### src/rtl/jscan_pkg.sv
package jscan_pkg;

    localparam int SEQ_W  = 16;
    localparam int SEQ_IW = $clog2(SEQ_W);

    // Stop-state selector codes
    localparam logic [1:0] STOP_IDLE = 2'd1;
    localparam logic [1:0] STOP_RST  = 2'd2;

    typedef enum logic [2:0] {
        POS_UNK, POS_RST, POS_IDLE, POS_DRP, POS_IRP
    } tap_pos_e;

    typedef enum logic [1:0] {
        PH_WAIT, PH_HEAD, PH_SHIFT, PH_TAIL
    } phase_e;

    // TMS program: bits emitted LSB first, n = number of clocks
    typedef struct packed {
        logic [SEQ_W-1:0] bits;
        logic [4:0]       n;
    } tms_prog_t;

    function automatic tms_prog_t prog_add(tms_prog_t p, logic [SEQ_W-1:0] b, int k);
        tms_prog_t r;
        r.bits = p.bits | (b << p.n);
        r.n    = p.n + 5'(k);
        return r;
    endfunction

    function automatic tms_prog_t head_prog(tap_pos_e pos, logic ir);
        tms_prog_t p;
        p = '0;
        if (pos == POS_UNK) p = prog_add(p, 16'b011111, 6);
        if (pos == POS_RST) p = prog_add(p, 16'b0, 1);
        if (pos == POS_DRP || pos == POS_IRP)
            p = ir ? prog_add(p, 16'b001111, 6) : prog_add(p, 16'b00111, 5);
        else
            p = ir ? prog_add(p, 16'b0011, 4) : prog_add(p, 16'b001, 3);
        return p;
    endfunction

    function automatic tms_prog_t tail_prog(logic [1:0] stop);
        tms_prog_t p;
        p = prog_add('0, 16'b0, 1);
        if (stop == STOP_IDLE) p = prog_add(p, 16'b011, 3);
        if (stop == STOP_RST)  p = prog_add(p, 16'b11111, 5);
        return p;
    endfunction

    function automatic tap_pos_e end_pos(logic ir, logic [1:0] stop);
        if (stop == STOP_IDLE) return POS_IDLE;
        if (stop == STOP_RST)  return POS_RST;
        return ir ? POS_IRP : POS_DRP;
    endfunction

endpackage

### src/rtl/jscan_frame.sv
module jscan_frame #(
    parameter int PAD_W = 8,
    parameter int TGT_W = 16,
    parameter int PL_W  = 4,
    parameter int TL_W  = 5,
    parameter int IDX_W = 6
) (
    input  logic [PL_W-1:0]          pre_len,
    input  logic [PL_W-1:0]          post_len,
    input  logic [TL_W-1:0]          tgt_len,
    input  logic [PAD_W-1:0]         pre_bits,
    input  logic [PAD_W-1:0]         post_bits,
    input  logic [TGT_W-1:0]         tgt_bits,
    input  logic                     explicit_pad,
    output logic [2*PAD_W+TGT_W-1:0] frame
);
    localparam int TOT = 2*PAD_W + TGT_W;
    localparam logic [TOT-1:0] ALL1 = '1;

    logic [TOT-1:0] pre_m, tgt_m, post_m;
    logic [IDX_W-1:0] post_at;

    always_comb begin
        pre_m   = (explicit_pad ? TOT'(pre_bits)  : ALL1) & ~(ALL1 << pre_len);
        post_m  = (explicit_pad ? TOT'(post_bits) : ALL1) & ~(ALL1 << post_len);
        tgt_m   = TOT'(tgt_bits) & ~(ALL1 << tgt_len);
        post_at = IDX_W'(pre_len) + IDX_W'(tgt_len);
        frame   = pre_m | (tgt_m << pre_len) | (post_m << post_at);
    end
endmodule

### src/rtl/jscan_extract.sv
module jscan_extract #(
    parameter int PAD_W = 8,
    parameter int TGT_W = 16,
    parameter int PL_W  = 4,
    parameter int TL_W  = 5
) (
    input  logic [2*PAD_W+TGT_W-1:0] cap,
    input  logic [PL_W-1:0]          pre_len,
    input  logic [TL_W-1:0]          tgt_len,
    output logic [TGT_W-1:0]         tgt
);
    localparam logic [TGT_W-1:0] ONES = '1;

    always_comb tgt = TGT_W'(cap >> pre_len) & ~(ONES << tgt_len);
endmodule

### src/rtl/jscan_engine.sv
module jscan_engine
    import jscan_pkg::*;
#(
    parameter int PAD_W = 8,
    parameter int TGT_W = 16,
    localparam int PL_W = $clog2(PAD_W+1),
    localparam int TL_W = $clog2(TGT_W+1)
) (
    input  logic             clk,
    input  logic             rst,
    input  logic             cmd_valid,
    input  logic             cmd_ir,
    input  logic [TL_W-1:0]  cmd_len,
    input  logic             cmd_capture,
    input  logic [TGT_W-1:0] tgt_in,
    input  logic [PL_W-1:0]  ir_pre_len,
    input  logic [PL_W-1:0]  ir_post_len,
    input  logic [PL_W-1:0]  dr_pre_len,
    input  logic [PL_W-1:0]  dr_post_len,
    input  logic [PAD_W-1:0] pre_bits,
    input  logic [PAD_W-1:0] post_bits,
    input  logic             pad_explicit,
    input  logic [1:0]       ir_stop,
    input  logic [1:0]       dr_stop,
    input  logic             tdo,
    output logic             tck,
    output logic             tms,
    output logic             tdi,
    output logic             busy,
    output logic             done,
    output logic [TGT_W-1:0] tgt_out
);
    localparam int TOT   = 2*PAD_W + TGT_W;
    localparam int FI_W  = $clog2(TOT);
    localparam int IDX_W = FI_W + 1;

    phase_e           ph;
    tap_pos_e         pos;
    tms_prog_t        head_q, tail_q;
    logic [IDX_W-1:0] idx, tot_q, last_idx;
    logic [TOT-1:0]   frame_q, cap_q, frame_d;
    logic             ir_q, capen_q;
    logic [1:0]       stop_q;
    logic [PL_W-1:0]  pre_sel, post_sel, pre_q;
    logic [TL_W-1:0]  len_q;
    logic [TGT_W-1:0] tgt_x;

    assign pre_sel  = cmd_ir ? ir_pre_len  : dr_pre_len;
    assign post_sel = cmd_ir ? ir_post_len : dr_post_len;

    jscan_frame #(.PAD_W(PAD_W), .TGT_W(TGT_W), .PL_W(PL_W), .TL_W(TL_W), .IDX_W(IDX_W)) u_frame (
        .pre_len(pre_sel), .post_len(post_sel), .tgt_len(cmd_len),
        .pre_bits(pre_bits), .post_bits(post_bits), .tgt_bits(tgt_in),
        .explicit_pad(pad_explicit), .frame(frame_d)
    );

    jscan_extract #(.PAD_W(PAD_W), .TGT_W(TGT_W), .PL_W(PL_W), .TL_W(TL_W)) u_extract (
        .cap(cap_q), .pre_len(pre_q), .tgt_len(len_q), .tgt(tgt_x)
    );

    always_comb begin
        case (ph)
            PH_HEAD:  last_idx = IDX_W'(head_q.n) - 1'b1;
            PH_SHIFT: last_idx = tot_q - 1'b1;
            default:  last_idx = IDX_W'(tail_q.n) - 1'b1;
        endcase
    end

    always_comb begin
        tms = 1'b0;
        tdi = 1'b0;
        case (ph)
            PH_HEAD:  tms = head_q.bits[idx[SEQ_IW-1:0]];
            PH_SHIFT: begin
                tms = (idx == tot_q - 1'b1);
                tdi = frame_q[idx[FI_W-1:0]];
            end
            PH_TAIL:  tms = tail_q.bits[idx[SEQ_IW-1:0]];
            default:  ;
        endcase
    end

    assign busy = (ph != PH_WAIT);

    always_ff @(posedge clk) begin
        if (rst) begin
            ph      <= PH_WAIT;
            pos     <= POS_UNK;
            tck     <= 1'b0;
            idx     <= '0;
            done    <= 1'b0;
            tgt_out <= '0;
            cap_q   <= '0;
            frame_q <= '0;
            head_q  <= '0;
            tail_q  <= '0;
            tot_q   <= '0;
            ir_q    <= 1'b0;
            capen_q <= 1'b0;
            stop_q  <= '0;
            pre_q   <= '0;
            len_q   <= '0;
        end else begin
            done <= 1'b0;
            if (ph == PH_WAIT) begin
                if (cmd_valid) begin
                    ph      <= PH_HEAD;
                    idx     <= '0;
                    tck     <= 1'b0;
                    ir_q    <= cmd_ir;
                    capen_q <= cmd_capture;
                    stop_q  <= cmd_ir ? ir_stop : dr_stop;
                    head_q  <= head_prog(pos, cmd_ir);
                    tail_q  <= tail_prog(cmd_ir ? ir_stop : dr_stop);
                    frame_q <= frame_d;
                    pre_q   <= pre_sel;
                    len_q   <= cmd_len;
                    tot_q   <= IDX_W'(pre_sel) + IDX_W'(cmd_len) + IDX_W'(post_sel);
                end
            end else if (!tck) begin
                tck <= 1'b1;
                if (ph == PH_SHIFT && capen_q) cap_q[idx[FI_W-1:0]] <= tdo;
            end else begin
                tck <= 1'b0;
                if (idx == last_idx) begin
                    idx <= '0;
                    case (ph)
                        PH_HEAD:  ph <= PH_SHIFT;
                        PH_SHIFT: ph <= PH_TAIL;
                        default: begin
                            ph   <= PH_WAIT;
                            done <= 1'b1;
                            pos  <= end_pos(ir_q, stop_q);
                            if (capen_q) tgt_out <= tgt_x;
                        end
                    endcase
                end else begin
                    idx <= idx + 1'b1;
                end
            end
        end
    end
endmodule

### config.mk
export PLATFORM = sky130hd
export DESIGN_NAME = jscan_engine
export DESIGN_NICKNAME = d
export VERILOG_FILES = /design/src/rtl/jscan_pkg.sv /design/src/rtl/jscan_frame.sv /design/src/rtl/jscan_extract.sv /design/src/rtl/jscan_engine.sv
export SDC_FILE = /design/constraint.sdc
export NUM_CORES = 1
export LEC_CHECK = 0
export BUFFER_PORTS_ARGS = -buffer_cell sky130_fd_sc_hd__buf_4
export CORE_MARGIN = 2
export CORE_UTILIZATION = 45
export DETAILED_ROUTE_END_ITERATION = 7
export REMOVE_ABC_BUFFERS = 1
export SYNTH_ARGS = -nofsm -noshare
export SYNTH_HDL_FRONTEND = slang
export SYNTH_SLANG_ARGS = --single-unit
export TNS_END_PERCENT = 100
### constraint.sdc
create_clock -name clk -period 5.35 [get_ports clk]
set_clock_uncertainty 0.05 [all_clocks]
set_input_delay 0.535 -clock clk [delete_from_list [all_inputs] [get_ports clk]]
set_output_delay 0.535 -clock clk [all_outputs]
set_load 0.005 [all_outputs]
* Yosys cells after proc, flatten, opt, wreduce, memory -nomap -nowiden
Cells that the tools add are included.
Word-level totals: register bits 154, word-level logic and storage cells 159
Operators by class: add/subtract/negate cells 12, shifts and indexed selects 13, equal/unequal tests 13, muxes and demuxes 64, bitwise operators 20, magnitude comparators 3, reductions and logical operators 16
Operator list (count):
- 21-bit 2-to-1 mux | 14
- 32-bit inverter | 3
- 16-bit bitwise OR | 6
- 32-bit bitwise AND | 2
- 32-bit 2-to-1 mux | 2
- 32-bit bitwise OR | 2
- 32-bit by 4-bit left shift with 32-bit output, first input constant | 2
- 16-bit by 32-bit bitwise AND with 32-bit output | 1
- 32-bit bitwise mux | 1
- 1-bit by 5-bit left shift with 16-bit output, first input constant | 2
- 32-bit by 4-bit left shift with 32-bit output | 1
- 32-bit by 5-bit left shift with 32-bit output, first input constant | 1
- 32-bit by 6-bit left shift with 32-bit output | 1
- 32-bit by 4-bit right shift with 16-bit output | 1
- 6-bit 2-to-1 mux | 4
- 1-bit 2-to-1 mux | 22
- 5-bit by 3-bit adder with 5-bit output, second input constant | 4
- 16-bit bitwise AND | 1
- 16-bit inverter | 1
- 16-bit by 5-bit left shift with 16-bit output, first input constant | 1
- 2-bit by 5-bit left shift with 16-bit output, first input constant | 1
- 3-bit by 5-bit left shift with 16-bit output, first input constant | 1
- 4-bit by 5-bit left shift with 16-bit output, first input constant | 1
- 5-bit by 5-bit left shift with 16-bit output, first input constant | 1
- other kinds (40) | 65

* Longest topological paths before layout
word-level depth 15, mapped depth 18, gate-level depth less buffers 13

* Modules after synthesis
A second synthesis with hierarchy kept.
Unflattened totals: cell total of the unflattened synthesis 1366, area, all modules 10914.2 µm²
Modules (own cells, without submodules):
- jscan_engine | cells an instance 803, instances 1, area an instance 6600.1 µm²
- jscan_frame | cells an instance 432, instances 1, area an instance 2837.7 µm²
- jscan_extract | cells an instance 131, instances 1, area an instance 1476.4 µm²

* Worst setup path before layout
Ideal clock, no wire load.
kind in2reg, start in cmd_ir, end reg tot_q[5], path buffers 6, arrival time 4.153 ns, cell stages on the path 18, setup slack 1.061 ns, data required time 5.214 ns, cells stage by stage buf_2 -> buf_4 -> buf_4 -> mux2i_2 -> inv_1 -> clkbuf_1 -> clkbuf_1 -> ha_1 -> a21oi_2 -> xor2_2 -> inv_1 -> clkbuf_1 -> ha_1 -> nor2b_1 -> nor2_1 -> a21oi_1 -> o2bb2ai_1 -> a211oi_1
Between the ends: longest elaborated chain between the ends 3, elaborated cells on any way between the ends 4, classes of those cells add/sub (2); mux (2)
Ends and longest elaborated chain:
- from (decl) | RTL line jscan_engine.sv:12 | input logic cmd_ir,
- 4-bit 2-to-1 mux | RTL line jscan_engine.sv:48 | assign pre_sel = cmd_ir ? ir_pre_len : dr_pre_len;
- via pre_sel[2] | RTL line jscan_engine.sv:44 | logic [PL_W-1:0] pre_sel, post_sel, pre_q;
- 4-bit by 5-bit adder with 6-bit output | RTL line jscan_engine.sv:118 | tot_q <= IDX_W'(pre_sel) + IDX_W'(cmd_len) + IDX_W'(post_sel);
- 6-bit by 4-bit adder with 6-bit output | RTL line jscan_engine.sv:118
- to (signal assigned) | RTL line jscan_engine.sv:118
- to (decl) | RTL line jscan_engine.sv:40 | logic [IDX_W-1:0] idx, tot_q, last_idx;
The timed path passes the listed nets, and every way through them passes these cells. A chain may end at the register's enable or synchronous reset.

* Final worst setup path
start in cmd_ir, end reg frame_q[2]
Between the ends: longest elaborated chain between the ends 6, elaborated cells on any way between the ends 13, classes of those cells add/sub (1); shift (4); mux (2); bitwise (6)
Ends and longest elaborated chain:
- 4-bit 2-to-1 mux (on tied branches) | RTL line jscan_engine.sv:49, jscan_engine.sv:48
- 32-bit by 4-bit left shift with 32-bit output (on tied branches) | RTL line jscan_frame.sv:25, jscan_frame.sv:24
- 32-bit inverter (on tied branches) | RTL line jscan_frame.sv:25, jscan_frame.sv:24
- 32-bit bitwise AND (on tied branches) | RTL line jscan_frame.sv:25, jscan_frame.sv:24
- 32-bit by 6-bit left shift with 32-bit output or 32-bit bitwise OR (tied branches) | RTL line jscan_frame.sv:28 | frame = pre_m | (tgt_m << pre_len) | (post_m << post_at);
- 32-bit bitwise OR (*) | RTL line jscan_frame.sv:28
- to (signal assigned) | RTL line jscan_engine.sv:115 | frame_q <= frame_d;
- to (decl) | RTL line jscan_engine.sv:41 | logic [TOT-1:0] frame_q, cap_q, frame_d;
Mark *: on every way between the ends. The rest lies on a longest branch, timed or not.

==> results.json <==
{
  "status": "finished, final reports clean",
  "min_from": "cmd_capture",
  "min_to": "capen_q",
  "cp.arrival_ns": 4.36,
  "clk_pin_slew_ns": 0.07,
  "r2r_cells": 9,
  "seq_area_frac_synth_pct": 24.5,
  "cts_made_buffers": 17,
  "n_antenna_cell": 0,
  "first_global_vias": 9753,
  "yosys.area.top_type": "dfxtp_1",
  "synthTopCellsByArea": "dfxtp_1, nand2_1, a21oi_1",
  "yosys_register_bits": 130,
  "pre_cts_ws_ns": 0.878,
  "ys.flop_type": "dfxtp_1",
  "cts-resized-gates": 0,
  "grt_first_pass_wirelength_mm": 53.7,
  "post_cts_buffers": 0,
  "clock-root-buffer": "clkbuf_16",
  "fmax_ghz": 0.246,
  "pin_count": 85,
  "drt_iter0_markers": 1011,
  "setup_viol": 0,
  "synth_common_cells": "nand2_1, a21oi_1, dfxtp_1, nor2_1, clkbuf_1",
  "clkLatencyLatePin_ns": 0.42,
  "seq_area_um2": 2600,
  "final_cell_area_um2": 12000,
  "power_density_nw_per_um2": 284,
  "drive_above_1_share_pct": 15.3,
  "maxCapViolCount": 0,
  "yosysWarnings": 0,
  "die_w_um": 158,
  "tightest_slew_ns": 1.13,
  "async_flop_share_pct": 0,
  "syn_inst": 1405,
  "endpoint_kind": "flop",
  "track_usage_pct": 27.1,
  "hold_depth": 3,
  "wl_per_cell_um": 19.2,
  "cts_tree": "yes",
  "ff2ff_setup_slack_ns": 1.80,
  "synth_top_family_by_area": "compound AO/OA/AOI/OAI gates",
  "worstReg2RegEnd": "tgt_out[3]",
  "min_path_type": "input port to flop",
  "crit_type": "input port to flop",
  "gp_congestion": 0.938,
  "setup_tns_ns": 0,
  "drc_errors": 0,
  "routed_wl_mm": 33.5,
  "dp_hpwl_mm": 24.7,
  "cts_sinks": 130,
  "hold_buffers": 0,
  "synth_edf_count": 0,
  "fin_nets": 1501,
  "grt_overflow": 0,
  "core_um2": 23300,
  "io_buffer_count": 84,
  "finalHoldViolations": 0,
  "synthAdderAreaFrac_pct": 3.74,
  "die_area_um2": 24900,
  "ir_drop_mv": 0.189,
  "antenna_found_initial": 0,
  "slew_headroom_pct": 24.3,
  "cts_max_level": 4,
  "multi_input_area_um2": 7420,
  "postSynthAreaPerCell_um2": 7.57,
  "yosys.area_share.simple_pct": 23.6,
  "firstDrtPassIters": 6,
  "syn_area_um2": 10600,
  "period_needed_ns": 4.07,
  "rsz0062_at_grt": "no",
  "critical_path_required_ns": 5.64,
  "worst_slack_ns": 1.28,
  "synth_top_area_share_pct": 24.5,
  "synth-compound-area-share_pct": 27.4,
  "area_growth_pct": 12.8,
  "r2r-start": "ph[0]",
  "path_max_fanout": 41,
  "vias_per_cell": 6.18,
  "placed_area_um2": 11400,
  "die_h_um": 158,
  "yosysMostFrequentCell": "nand2_1",
  "vias": 10700,
  "period_share_pct": 76.0,
  "cp-start-kind": "input port",
  "synth_cell_type_count": 94,
  "grt_max_degree": 65,
  "start_util_pct": 45.6,
  "synth_xor_area_share_pct": 2.02,
  "synthMuxAreaShare_pct": 12.9,
  "p_leak_uw": 0.00431,
  "n_fill_cell": 2299,
  "cts_buffer_depth": 2,
  "antenna_left": 0,
  "slew_violations": 0,
  "rows": 56
}
[placed cells by master (no fill, tap or decap), drive strengths merged, types with 10 or more instances in the layout]
cell type / instances
a211oi: 42
a21oi: 132
a311oi: 11
a31oi: 16
and2: 18
buf: 107
clkbuf: 20
dfxtp: 130
ha: 27
inv: 33
mux2: 17
mux2i: 51
mux4: 29
nand2: 182
nand2b: 10
nand3: 72
nand4: 17
nor2: 103
nor2b: 13
nor3: 43
nor3b: 12
nor4: 14
o211ai: 20
o21a: 12
o21ai: 88
o22ai: 11
xnor2: 16
[power by group]
part	switching, uW	internal (uW)	total [uW]
combinational	648	394	1040
sequential	66.8	1030	1100
clock	456	818	1270
[worst max path at each step]
stage / start / to / slack [ns]
floorplan: cmd_ir / tot_q[5] / 0.62
global placement: cmd_ir / frame_q[2] / 0.90
detailed placement: cmd_ir / frame_q[2] / 0.88
CTS: cmd_ir / frame_q[2] / 1.35
global route: cmd_ir / frame_q[2] / 1.09
finish: cmd_ir / frame_q[2] / 1.28
[worst max-delay path, cell delays in order]
cell,delay [ns]
buf_4,0.43
mux2i_4,0.31
buf_4,0.26
inv_2,0.07
buf_4,0.23
ha_1,0.30
a21o_1,0.18
a21oi_2,0.22
xor2_2,0.17
inv_1,0.28
nor2_1,0.59
or4b_1,0.56
a211oi_1,0.22
[layer usage]
layer / global-route usage, % / part of all wire (%) / up-vias
li1: - / - / 5226
met1: 37.7 / 46 / 5102
met2: 43.6 / 47 / 362
met3: 3.37 / 5.0 / 59
met4: 8.83 / 2.6 / 0
met5: 0 / 0 / -
[cell families (layout without fill, tap and decap cells)]
logic type	count (synthesis)	count (layout)
and+or+nand+nor	524	524
AOI/OAI and AO/OA	445	445
buffers and inverters	156	172
DFF	130	130
muxes	97	97
adders and majority gates	31	31
xor gates and xnor gates	22	22
[through the flow]
step | total power (uW) | hold WS (ns) | std cells | utilization (%)
global placement | 2140 | 0.389 | 1708 | 48.6
finish | 3410 | 0.317 | 1740 | 51.4
CTS | 3410 | 0.302 | 1740 | 51.4
floorplan | 1790 | 0.373 | 1282 | -
detailed placement | 2140 | 0.396 | 1708 | 48.6
global route | 3570 | 0.346 | 1740 | 51.4
[state kept, by name, summed over array words and instances (netlist names), 2 cells and up]
signal and flops:
cap_q 31, frame_q 32, head_q 15, idx 6
len_q 5, ph 2, pos 3, pre_q 4
stop_q 2, tail_q 4, tgt_out 16, tot_q 6
[area by class of cell]
type                       instances  share of cell area (%)
multi-input combinational       1119                    61.9
sequential                       130                    21.7
timing repair buffer             107                    6.70
clock buffer                      20                    3.89
tap                              319                    3.33
clock inverter                    12                    1.49
inverter                          33                    1.03
No activity file was read; power rests on OpenSTA's default activity.
